`src/rtl/irq_scan_pkg.sv`:
```
package irq_scan_pkg;

    localparam int unsigned WORD_BITS = 32;

    typedef enum logic [1:0] {
        CMD_NOP     = 2'b00,
        CMD_ENABLE  = 2'b01,
        CMD_DISABLE = 2'b10,
        CMD_DISARM  = 2'b11
    } ctl_cmd_e;

    typedef enum logic [1:0] {
        ACK_IDLE = 2'b00,
        ACK_HIT  = 2'b01,
        ACK_MISS = 2'b10
    } ack_state_e;

    // Position of the least significant set bit; 0 when the word is empty.
    function automatic logic [4:0] lowest_set(input logic [WORD_BITS-1:0] w);
        logic [4:0] pos;
        pos = 5'd0;
        for (int i = WORD_BITS - 1; i >= 0; i--) begin
            if (w[i]) pos = 5'(i);
        end
        return pos;
    endfunction

endpackage

```
`src/rtl/irq_src_bits.sv`:
```
module irq_src_bits
    import irq_scan_pkg::*;
#(
    parameter int unsigned N     = 64,
    parameter int unsigned IDX_W = 6
) (
    input  logic             clk,
    input  logic             rst_n,
    input  logic [N-1:0]     req_set,
    input  logic [N-1:0]     req_clr,
    input  logic             ack_take,
    input  logic [IDX_W-1:0] ack_idx,
    input  logic             ctl_valid,
    input  ctl_cmd_e         ctl_cmd,
    input  logic [IDX_W-1:0] ctl_src,
    output logic [N-1:0]     req_q,
    output logic [N-1:0]     en_q
);

    logic do_en, do_dis, do_darm;

    always_comb begin
        do_en   = ctl_valid && (ctl_cmd == CMD_ENABLE);
        do_dis  = ctl_valid && (ctl_cmd == CMD_DISABLE);
        do_darm = ctl_valid && (ctl_cmd == CMD_DISARM);
    end

    for (genvar g = 0; g < N; g++) begin : g_src
        logic hit_ctl, hit_ack;
        assign hit_ctl = (ctl_src == IDX_W'(g));
        assign hit_ack = ack_take && (ack_idx == IDX_W'(g));

        always_ff @(posedge clk) begin
            if (!rst_n) begin
                req_q[g] <= 1'b0;
            end else if (req_set[g]) begin
                req_q[g] <= 1'b1;
            end else if (req_clr[g] || hit_ack || (do_darm && hit_ctl)) begin
                req_q[g] <= 1'b0;
            end
        end

        always_ff @(posedge clk) begin
            if (!rst_n) begin
                en_q[g] <= 1'b0;
            end else if (do_en && hit_ctl) begin
                en_q[g] <= 1'b1;
            end else if ((do_dis || do_darm) && hit_ctl) begin
                en_q[g] <= 1'b0;
            end
        end
    end

endmodule

```
`src/rtl/irq_prio_find.sv`:
```
module irq_prio_find
    import irq_scan_pkg::*;
#(
    parameter int unsigned LEVELS = 2,
    parameter int unsigned IDX_W  = 6
) (
    input  logic [LEVELS*WORD_BITS-1:0] active,
    output logic                        any,
    output logic [IDX_W-1:0]            idx
);

    localparam int unsigned LVL_W = (LEVELS > 1) ? $clog2(LEVELS) : 1;

    logic [LEVELS-1:0] lvl_any;
    logic [4:0]        lvl_bit [LEVELS];

    for (genvar l = 0; l < LEVELS; l++) begin : g_lvl
        assign lvl_any[l] = |active[l*WORD_BITS +: WORD_BITS];
        assign lvl_bit[l] = lowest_set(active[l*WORD_BITS +: WORD_BITS]);
    end

    logic [LVL_W-1:0] win_lvl;
    logic [4:0]       win_bit;

    always_comb begin
        win_lvl = '0;
        win_bit = '0;
        for (int l = LEVELS - 1; l >= 0; l--) begin
            if (lvl_any[l]) begin
                win_lvl = LVL_W'(l);
                win_bit = lvl_bit[l];
            end
        end
    end

    assign any = |lvl_any;
    assign idx = IDX_W'(IDX_W'(win_lvl) * IDX_W'(WORD_BITS) + IDX_W'(win_bit));

endmodule

```
`src/rtl/irq_map_table.sv`:
```
module irq_map_table #(
    parameter int unsigned ENTRIES = 64,
    parameter int unsigned IDX_W   = 6,
    parameter int unsigned DEV_W   = 8
) (
    input  logic             clk,
    input  logic             rst_n,
    input  logic             we,
    input  logic [IDX_W-1:0] waddr,
    input  logic [DEV_W-1:0] wdata,
    input  logic [IDX_W-1:0] raddr,
    output logic [DEV_W-1:0] rdata
);

    logic [DEV_W-1:0] entry_q [ENTRIES];

    for (genvar e = 0; e < ENTRIES; e++) begin : g_ent
        always_ff @(posedge clk) begin
            if (!rst_n) begin
                entry_q[e] <= '0;
            end else if (we && (waddr == IDX_W'(e))) begin
                entry_q[e] <= wdata;
            end
        end
    end

    assign rdata = entry_q[raddr];

endmodule

```
`src/rtl/irq_scan_arbiter.sv`:
```
module irq_scan_arbiter
    import irq_scan_pkg::*;
#(
    parameter int unsigned LEVELS = 2,
    parameter int unsigned DEV_W  = 8,
    localparam int unsigned N     = LEVELS * WORD_BITS,
    localparam int unsigned IDX_W = $clog2(N)
) (
    input  logic             clk,
    input  logic             rst_n,
    input  logic [N-1:0]     req_set,
    input  logic [N-1:0]     req_clr,
    input  logic             ctl_valid,
    input  logic [1:0]       ctl_cmd,
    input  logic [IDX_W-1:0] ctl_src,
    input  logic             ack,
    input  logic             tbl_we,
    input  logic [IDX_W-1:0] tbl_addr,
    input  logic [DEV_W-1:0] tbl_wdata,
    output logic             pend,
    output logic             ack_valid,
    output logic [DEV_W-1:0] ack_dev,
    output logic             arm_upd,
    output logic             arm_on
);

    ctl_cmd_e         cmd;
    logic [N-1:0]     req_vec, en_vec;
    logic             win_any;
    logic [IDX_W-1:0] win_idx;
    logic [DEV_W-1:0] map_dev;
    ack_state_e       state_q, state_d;

    assign cmd = ctl_cmd_e'(ctl_cmd);

    irq_src_bits #(.N(N), .IDX_W(IDX_W)) u_bits (
        .clk      (clk),
        .rst_n    (rst_n),
        .req_set  (req_set),
        .req_clr  (req_clr),
        .ack_take (ack && win_any),
        .ack_idx  (win_idx),
        .ctl_valid(ctl_valid),
        .ctl_cmd  (cmd),
        .ctl_src  (ctl_src),
        .req_q    (req_vec),
        .en_q     (en_vec)
    );

    irq_prio_find #(.LEVELS(LEVELS), .IDX_W(IDX_W)) u_find (
        .active(req_vec & en_vec),
        .any   (win_any),
        .idx   (win_idx)
    );

    irq_map_table #(.ENTRIES(N), .IDX_W(IDX_W), .DEV_W(DEV_W)) u_map (
        .clk  (clk),
        .rst_n(rst_n),
        .we   (tbl_we),
        .waddr(tbl_addr),
        .wdata(tbl_wdata),
        .raddr(win_idx),
        .rdata(map_dev)
    );

    assign pend = win_any;

    always_comb begin
        unique case ({ack, win_any})
            2'b11:   state_d = ACK_HIT;
            2'b10:   state_d = ACK_MISS;
            default: state_d = ACK_IDLE;
        endcase
    end

    // State register
    always_ff @(posedge clk) begin
        if (!rst_n) state_q <= ACK_IDLE;
        else        state_q <= state_d;
    end

    // Registered outputs
    always_ff @(posedge clk) begin
        if (!rst_n) begin
            ack_dev <= '0;
            arm_upd <= 1'b0;
            arm_on  <= 1'b0;
        end else begin
            unique case (state_d)
                ACK_HIT:  ack_dev <= map_dev;
                ACK_MISS: ack_dev <= '0;
                default:  ack_dev <= ack_dev;
            endcase
            arm_upd <= ctl_valid && (cmd != CMD_NOP);
            if (ctl_valid && (cmd != CMD_NOP)) arm_on <= (cmd != CMD_DISARM);
        end
    end

    assign ack_valid = (state_q != ACK_IDLE);

endmodule

```
`config.mk`:
```
export PLATFORM = sky130hd
export DESIGN_NAME = irq_scan_arbiter
export DESIGN_NICKNAME = d
export VERILOG_FILES = /design/src/rtl/irq_scan_pkg.sv /design/src/rtl/irq_src_bits.sv /design/src/rtl/irq_prio_find.sv /design/src/rtl/irq_map_table.sv /design/src/rtl/irq_scan_arbiter.sv
export SDC_FILE = /design/constraint.sdc
export NUM_CORES = 1
export LEC_CHECK = 0
export ABC_AREA = 0
export BUFFER_PORTS_ARGS = -buffer_cell sky130_fd_sc_hd__buf_2
export CORE_UTILIZATION = 50
export CTS_CLUSTER_DIAMETER = 150
export DETAILED_ROUTE_END_ITERATION = 16
export GPL_TIMING_DRIVEN = 1
export MAX_ROUTING_LAYER = met4
export PLACE_DENSITY = 0.67
export SETUP_SLACK_MARGIN = 0.02
export SYNTH_ARGS = -nofsm -noshare
export SYNTH_HDL_FRONTEND = slang
export SYNTH_SLANG_ARGS = --single-unit
export TNS_END_PERCENT = 1
```
`constraint.sdc`:
```
create_clock -name clk -period 4.95 [get_ports clk]
set_input_delay 0.495 -clock clk [delete_from_list [all_inputs] [get_ports clk]]
set_output_delay 0.495 -clock clk [all_outputs]
set_load 0.01 [all_outputs]
```
==> impl_metrics.tcl, run 1 <==
set metrics [dict create \
    status "complete, no violations" \
    synth_edf_count 512 \
    rrSetupSlack_ns 0.36 \
    hp-start "req_set[42]" \
    grt_usage_pct 36.94 \
    power_density_mw_per_mm2 342.5 \
    fin_setup_tns_ns 0 \
    rr_worst_depth 14 \
    async_flop_share_pct 0 \
    drt-initial-drc-count 3138 \
    numCtsBuffers 73 \
    final_layout_size_suffix_gt1_share_pct 14.51 \
    die_h_um 252.9 \
    critPathArrivalTime_ns 5.10 \
    ys_warn_count 0 \
    antenna_left 0 \
    worstSkewPairLatency_ns 0.62 \
    dp_slack_ns 0.1377 \
    wire_per_inst_um 29.38 \
    holdPathEnd "u_bits.req_q[42]" \
    die_x_um 252.9 \
    rows 91 \
    grt_overflow 0 \
    ctsRootBufferMaster "clkbuf_16" \
    die-area_mm2 0.06394 \
    antenna_found_initial 3 \
    cts_hold_buf 0 \
    cp_max_fo 38 \
    dp_hpwl_um 80150 \
    cp-end-kind "flop" \
    netlist_area_mm2 0.03147 \
    grt_pass1_wl_um 164500 \
    reg2reg_to "ack_dev[4]" \
    grt_pass1_vias 23870 \
    drtPass1Iterations 7 \
    cp-start-kind "flop" \
    path_clk_slew_ns 0.06 \
    rsz0062_at_grt "no" \
    cts.sinks 652 \
    synthCells 2866 \
    skew_ns 0.02436 \
    fin_ws_ns 0.3615 \
    max_freq_mhz 217.9 \
    clockBufferDepth 3 \
    synthToLayoutAreaGrowth_pct 13.82 \
    routed_wl_um 115400 \
    cts.htree.levels 3 \
    core_area_mm2 0.06194 \
    vias_per_cell 6.397 \
    hold_violations 0 \
    relSlewSlack_pct 7.332 \
    timing.final.crit_period_ns 4.588 \
    pin_count 167 \
    drc 0 \
    yosysSeqAreaShare_pct 57.77 \
    synth_seq_cells 652 \
    cts.repair.resized 0 \
    hold_depth 3 \
    drv_cap 0 \
    slew_violations 0 \
    cp_slowest_cell "a2111oi_1" \
    cp_slowest_stage_delay_ns 0.81 \
    synth-main-ff-cell "edfxtp_1" \
    num_vias 25140 \
    worst_slew_pin_slew_ns 1.385 \
    grt_max_degree 70 \
    cp_data_required_time_ns 5.46 \
    place.gp.congestion 1.016 \
    p_leak_nw 12.86 \
    finalCritPeriodShare_pct 92.70 \
    post-cts-setup-buffer-count 0 \
    r2r_start "u_bits.req_q[45]" \
    nNetsFinal 3194 \
    synth_fp_nets 3021 \
    path_cells "buf_4, nand2_1, a32oi_1, o2111ai_1, a2111oi_1, buf_4, o21ai_2, nand2_4, buf_12, mux2_2, a221oi_1, a22oi_1, o2111ai_1, o31ai_1" \
    io_buffers 166 \
    start_util_pct 50.80 \
    vdd_drop_max_uv 275.6 \
    hp-class "in -> reg" \
    tritoncts "yes" \
    setup_viol 0 \
    syn_area_per_cell_um2 10.98 \
    ys_types 78 \
    critical_path_class "reg -> reg" \
]
-- metal layers --
layer	global-route usage (%)	wire [µm]
met1	45.84	43980
met3	6.229	10200
met4	18.30	6659
met5	-	0
met2	58.60	54600
-- cell usage after synthesis (all sizes together) (6+ instances only) --
cell     number  share of area (%)
inv          25               0.30
nand4        15               0.30
clkbuf      129                1.5
a22oi        37               0.90
o22ai        20               0.40
o21a         10               0.24
nor3         18               0.30
mux2i       120                3.8
or2           6               0.12
a21o         11               0.26
a32oi        12               0.33
nor2        280                3.3
mux2         41                1.5
a2111oi      10               0.28
a21oi       139                2.3
and2        518                 10
o2111ai       7               0.19
edfxtp      512                 49
a211oi       17               0.41
o211ai       19               0.45
o21ai       194                3.1
nor4          7               0.21
dfxtp       140                8.9
a32o         11               0.35
buf          52               0.96
nand3b        6               0.14
nand2b       75                1.5
o41ai        16               0.47
nand3        36               0.59
a22o         17               0.47
nand2       191                2.3
o31ai         7               0.17
a221oi      105                2.9
nor2b         9               0.18
-- placed cells by master (no fill, tap or decap), types with 10 or more instances in the layout --
master	count
a211oi_1	17
a21o_1	10
a21oi_1	136
a221oi_1	104
a22o_1	16
a22oi_1	36
a32o_1	11
a32oi_1	12
and2_1	518
buf_2	166
buf_4	106
clkbuf_1	23
clkbuf_16	76
dfxtp_1	140
edfxtp_1	512
inv_1	24
mux2_2	41
mux2i_1	120
nand2_1	188
nand2b_1	75
nand3_1	35
nand4_1	15
nor2_1	279
nor3_1	15
o211ai_1	19
o21a_1	10
o21ai_0	179
o21ai_1	14
o22ai_1	20
o41ai_1	15
-- sequential cells by signal, summed over array words and instances, names as in the netlist --
| name | cells |
|---|---|
| u_map.entry_q | 512 |
| state_q | 2 |
| arm_on | 1 |
| u_bits.req_q | 64 |
| u_bits.en_q | 64 |
| arm_upd | 1 |
| ack_dev | 8 |
-- cells by family (layout without fill, tap and decap cells) --
| logic type | count (synthesis) | in the layout | share of synthesized area (%) |
|---|---|---|---|
| flops | 652 | 652 | 57.77 |
| compound gates | 670 | 670 | 14.34 |
| other cells | 0 | 5 | 0 |
| simple gates | 1176 | 1176 | 19.73 |
| mux | 162 | 162 | 5.356 |
| buf+inv | 206 | 428 | 2.799 |
-- how the worst max path moves through the flow --
stage | start | endpoint | cells past startpoint | slack [ns]
after floorplan | u_bits.en_q[35] | ack_dev[6] | 14 | 1.52
after global placement | u_bits.req_q[45] | ack_dev[4] | 14 | 0.16
after detailed placement | u_bits.req_q[45] | ack_dev[4] | 14 | 0.14
after CTS | u_bits.req_q[45] | ack_dev[4] | 14 | 0.11
after global routing | u_bits.req_q[27] | ack_dev[4] | 12 | 0.12
final | u_bits.req_q[45] | ack_dev[4] | 14 | 0.36
-- critical path, delay by kind of cell (launching register included) --
family | cells | cell delay [ns]
simple gates | 2 | 0.28
buf+inv | 3 | 0.62
compound gates | 8 | 2.77
flops | 1 | 0.34
mux | 1 | 0.38
-- cell type report --
class	instances	area, µm²
antenna	5	12.51
clock buffer	101	2016
clock inverter	23	234.0
fill	5298	26120
inverter	25	96.34
multi-input combinational	2008	12470
sequential	652	18180
tap	837	1047
timing repair buffer	279	1767
-- metrics by stage --
stage,power [mW],instance area [µm²],instances,hold slack (ns),util (%)
4_1_cts,12.27,35800,3925,0.07967,57.79
3_5_place_dp,7.105,33550,3801,0.4339,54.16
3_3_place_gp,7.091,33550,3801,0.4299,54.16
5_1_grt,12.54,35810,3927,0.09604,57.81
6_report,12.27,35820,3930,0.09103,57.82
2_1_floorplan,6.703,31470,2866,0.4580,-
-- power breakdown --
group / internal (mW) / total [mW] / switching, mW
Clock: 3.05 / 5.25 / 2.21
Sequential: 6.16 / 6.28 / 0.114
Combinational: 0.206 / 0.739 / 0.533
Note: power is estimated with default switching activity, not from simulation.
==> run 2, diff against run 1 <==
--- a/config.mk
+++ b/config.mk
@@ -7,12 +7,12 @@
 export LEC_CHECK = 0
 export ABC_AREA = 0
 export BUFFER_PORTS_ARGS = -buffer_cell sky130_fd_sc_hd__buf_2
-export CORE_UTILIZATION = 50
+export CORE_UTILIZATION = 59
 export CTS_CLUSTER_DIAMETER = 150
 export DETAILED_ROUTE_END_ITERATION = 16
 export GPL_TIMING_DRIVEN = 1
 export MAX_ROUTING_LAYER = met4
-export PLACE_DENSITY = 0.67
+export PLACE_DENSITY = 0.77
 export SETUP_SLACK_MARGIN = 0.02
 export SYNTH_ARGS = -nofsm -noshare
 export SYNTH_HDL_FRONTEND = slang
==> run 2 against run 1 <==
Against the previous run: clock skew down 0.0025 ns; utilization up 9.7 points; flip-flop and latch count stayed put; sequential power hardly changed; global-route usage is 7.4 points higher; via count rose by 2.4%; critical path depth shrank 1.
==> impl_metrics.tcl, run 2 (same netlist as run 1, synthesis figures left out) <==
set metrics [dict create \
    status "complete, no violations" \
    p_clk_share_pct 42.8 \
    place.gp.congestion 1.059 \
    p_int_mw 9.421 \
    dp_slack_ns 0.07010 \
    fillers 3883 \
    cp_slowest_cell "o41ai_1" \
    p_sw_mw 2.861 \
    skew_ns 0.02182 \
    rsz0062_at_grt "no" \
    clockBufferDepth 3 \
    timing.final.crit_period_ns 4.791 \
    tritoncts "yes" \
    cp-end-kind "flop" \
    die-area_mm2 0.05426 \
    power_mw 12.28 \
    drv_cap 0 \
    p_comb_share_pct 6.0 \
    fin_ws_ns 0.1593 \
    grt_pass1_wl_um 166300 \
    path_clk_slew_ns 0.06 \
    finalCritPeriodShare_pct 96.78 \
    fin_setup_tns_ns 0 \
    drc 0 \
    final_common_cell "and2_1" \
    crit_top_cell "buf_12" \
    worstSkewPairLatency_ns 0.63 \
    critPathArrivalTime_ns 5.33 \
    cp_slowest_stage_delay_ns 0.86 \
    numCtsBuffers 69 \
    relSlewSlack_pct 8.254 \
    cts.repair.resized 0 \
    final_layout_size_suffix_gt1_share_pct 14.48 \
    swShare_pct 23.29 \
    drtPass1Iterations 6 \
    pwr-share-seq_pct 51.2 \
    regArea_mm2 0.01818 \
    finalInstanceArea_mm2 0.03557 \
    cts.htree.levels 3 \
    num_vias 25750 \
    slew_violations 0 \
    routed_wl_um 116800 \
    place_area_mm2 0.03328 \
    layout_common_cells "and2_1, edfxtp_1, nor2_1" \
    grt_overflow 0 \
    die_h_um 232.9 \
    grt_usage_pct 44.34 \
    drt-initial-drc-count 3741 \
    vias_per_cell 6.833 \
    cp_max_fo 26 \
    power_density_mw_per_mm2 345.3 \
    setup_viol 0 \
    cp_data_required_time_ns 5.49 \
    wire_per_inst_um 31.00 \
    core_area_mm2 0.05266 \
    reg.largest.list "u_map.entry_q x512, u_bits.en_q x64, u_bits.req_q x64" \
    hold_violations 0 \
    grt_pass1_vias 24300 \
    die_x_um 232.9 \
    cp-start-kind "flop" \
    worst_slew_pin_slew_ns 1.362 \
    multiInputGateArea_mm2 0.01247 \
    rows 84 \
    ctsRootBufferMaster "clkbuf_16" \
    grt_max_degree 81 \
    max_freq_mhz 208.7 \
    antenna_found_initial 4 \
    nNetsFinal 3179 \
    io_buffers 166 \
    p_leak_nw 12.83 \
    post-cts-setup-buffer-count 0 \
    dp_hpwl_um 79080 \
    cts.sinks 652 \
    path_cells "a22oi_1, and4_1, nand3_2, nor4_1, o21ai_2, nand2_4, buf_12, buf_12, mux2_2, a221oi_2, o41ai_1, o21ai_1, o31ai_1" \
    synthToLayoutAreaGrowth_pct 13.04 \
    antenna_left 0 \
    pin_count 167 \
    hp-class "in -> reg" \
    vdd_drop_max_uv 386.2 \
    largest_register "u_map.entry_q" \
    critical_path_class "reg -> reg" \
    cts_hold_buf 0 \
    start_util_pct 59.76 \
    largest_reg_flops 512 \
]
run 2: changes by cell type in the layout (fill, tap and decap cells not counted), sizes merged:
cell | previous run | this run
buf | 279 | 268
clkbuf | 101 | 94
bufinv | 4 | 6
diode | 5 | 7
inv | 25 | 27
clkinv | 17 | 16
run 2: critical path, delay by kind of cell, from the launching register on:
kind | cells | cell delay [ns]
AO/OA/AOI/OAI | 6 | 2.20
buffers and inverters | 2 | 0.53
flip-flops | 1 | 0.32
multiplexers | 1 | 0.23
AND/OR/NAND/NOR | 4 | 1.35
run 2: worst paths after layout:
check	start	slack, ns	to	cells past startpoint
max	u_bits.req_q[1]	0.16	ack_dev[3]	13
min	req_set[53]	0.09	u_bits.req_q[53]	3
max reg2reg	u_bits.req_q[1]	0.16	ack_dev[3]	13
min reg2reg	ack_dev[1]	0.47	ack_dev[1]	2
run 2: area by class of cell:
cell class                      instances  share of cell area [%]
Sequential cell                       652                   51.10
Multi-Input combinational cell       2008                   35.07
Clock buffer                           94                   5.435
Timing Repair Buffer                  268                   4.780
Tap cell                              688                   2.420
Clock inverter                         26                  0.8689
Inverter                               25                  0.2709
Antenna cell                            7                 0.04925
run 2: per-stage QoR:
stage,instances,util [%],hold WS [ns]
final,3768,67.55,0.09005
after global routing,3765,67.54,0.09091
after CTS,3760,67.46,0.07329
after detailed placement,3640,63.20,0.4490
after global placement,3640,63.20,0.4295
after floorplan,2866,-,0.4580
run 2: metal layers:
metal | vias up | global-route usage [%] | wire length [µm]
met5 | - | - | 0
met4 | 0 | 25.16 | 7848
met3 | 456 | 9.963 | 13720
met2 | 2010 | 67.91 | 53780
met1 | 12440 | 54.32 | 41460
li1 | 10840 | - | -
run 2: power groups by stage:
stage / logic, mW / clock network (mW) / registers [mW]
2_1_floorplan: 0.366 / 0 / 6.34
3_3_place_gp: 0.693 / 0 / 6.39
3_5_place_dp: 0.706 / 0 / 6.40
4_1_cts: 0.710 / 5.24 / 6.28
5_1_grt: 0.760 / 5.44 / 6.30
6_report: 0.736 / 5.26 / 6.29
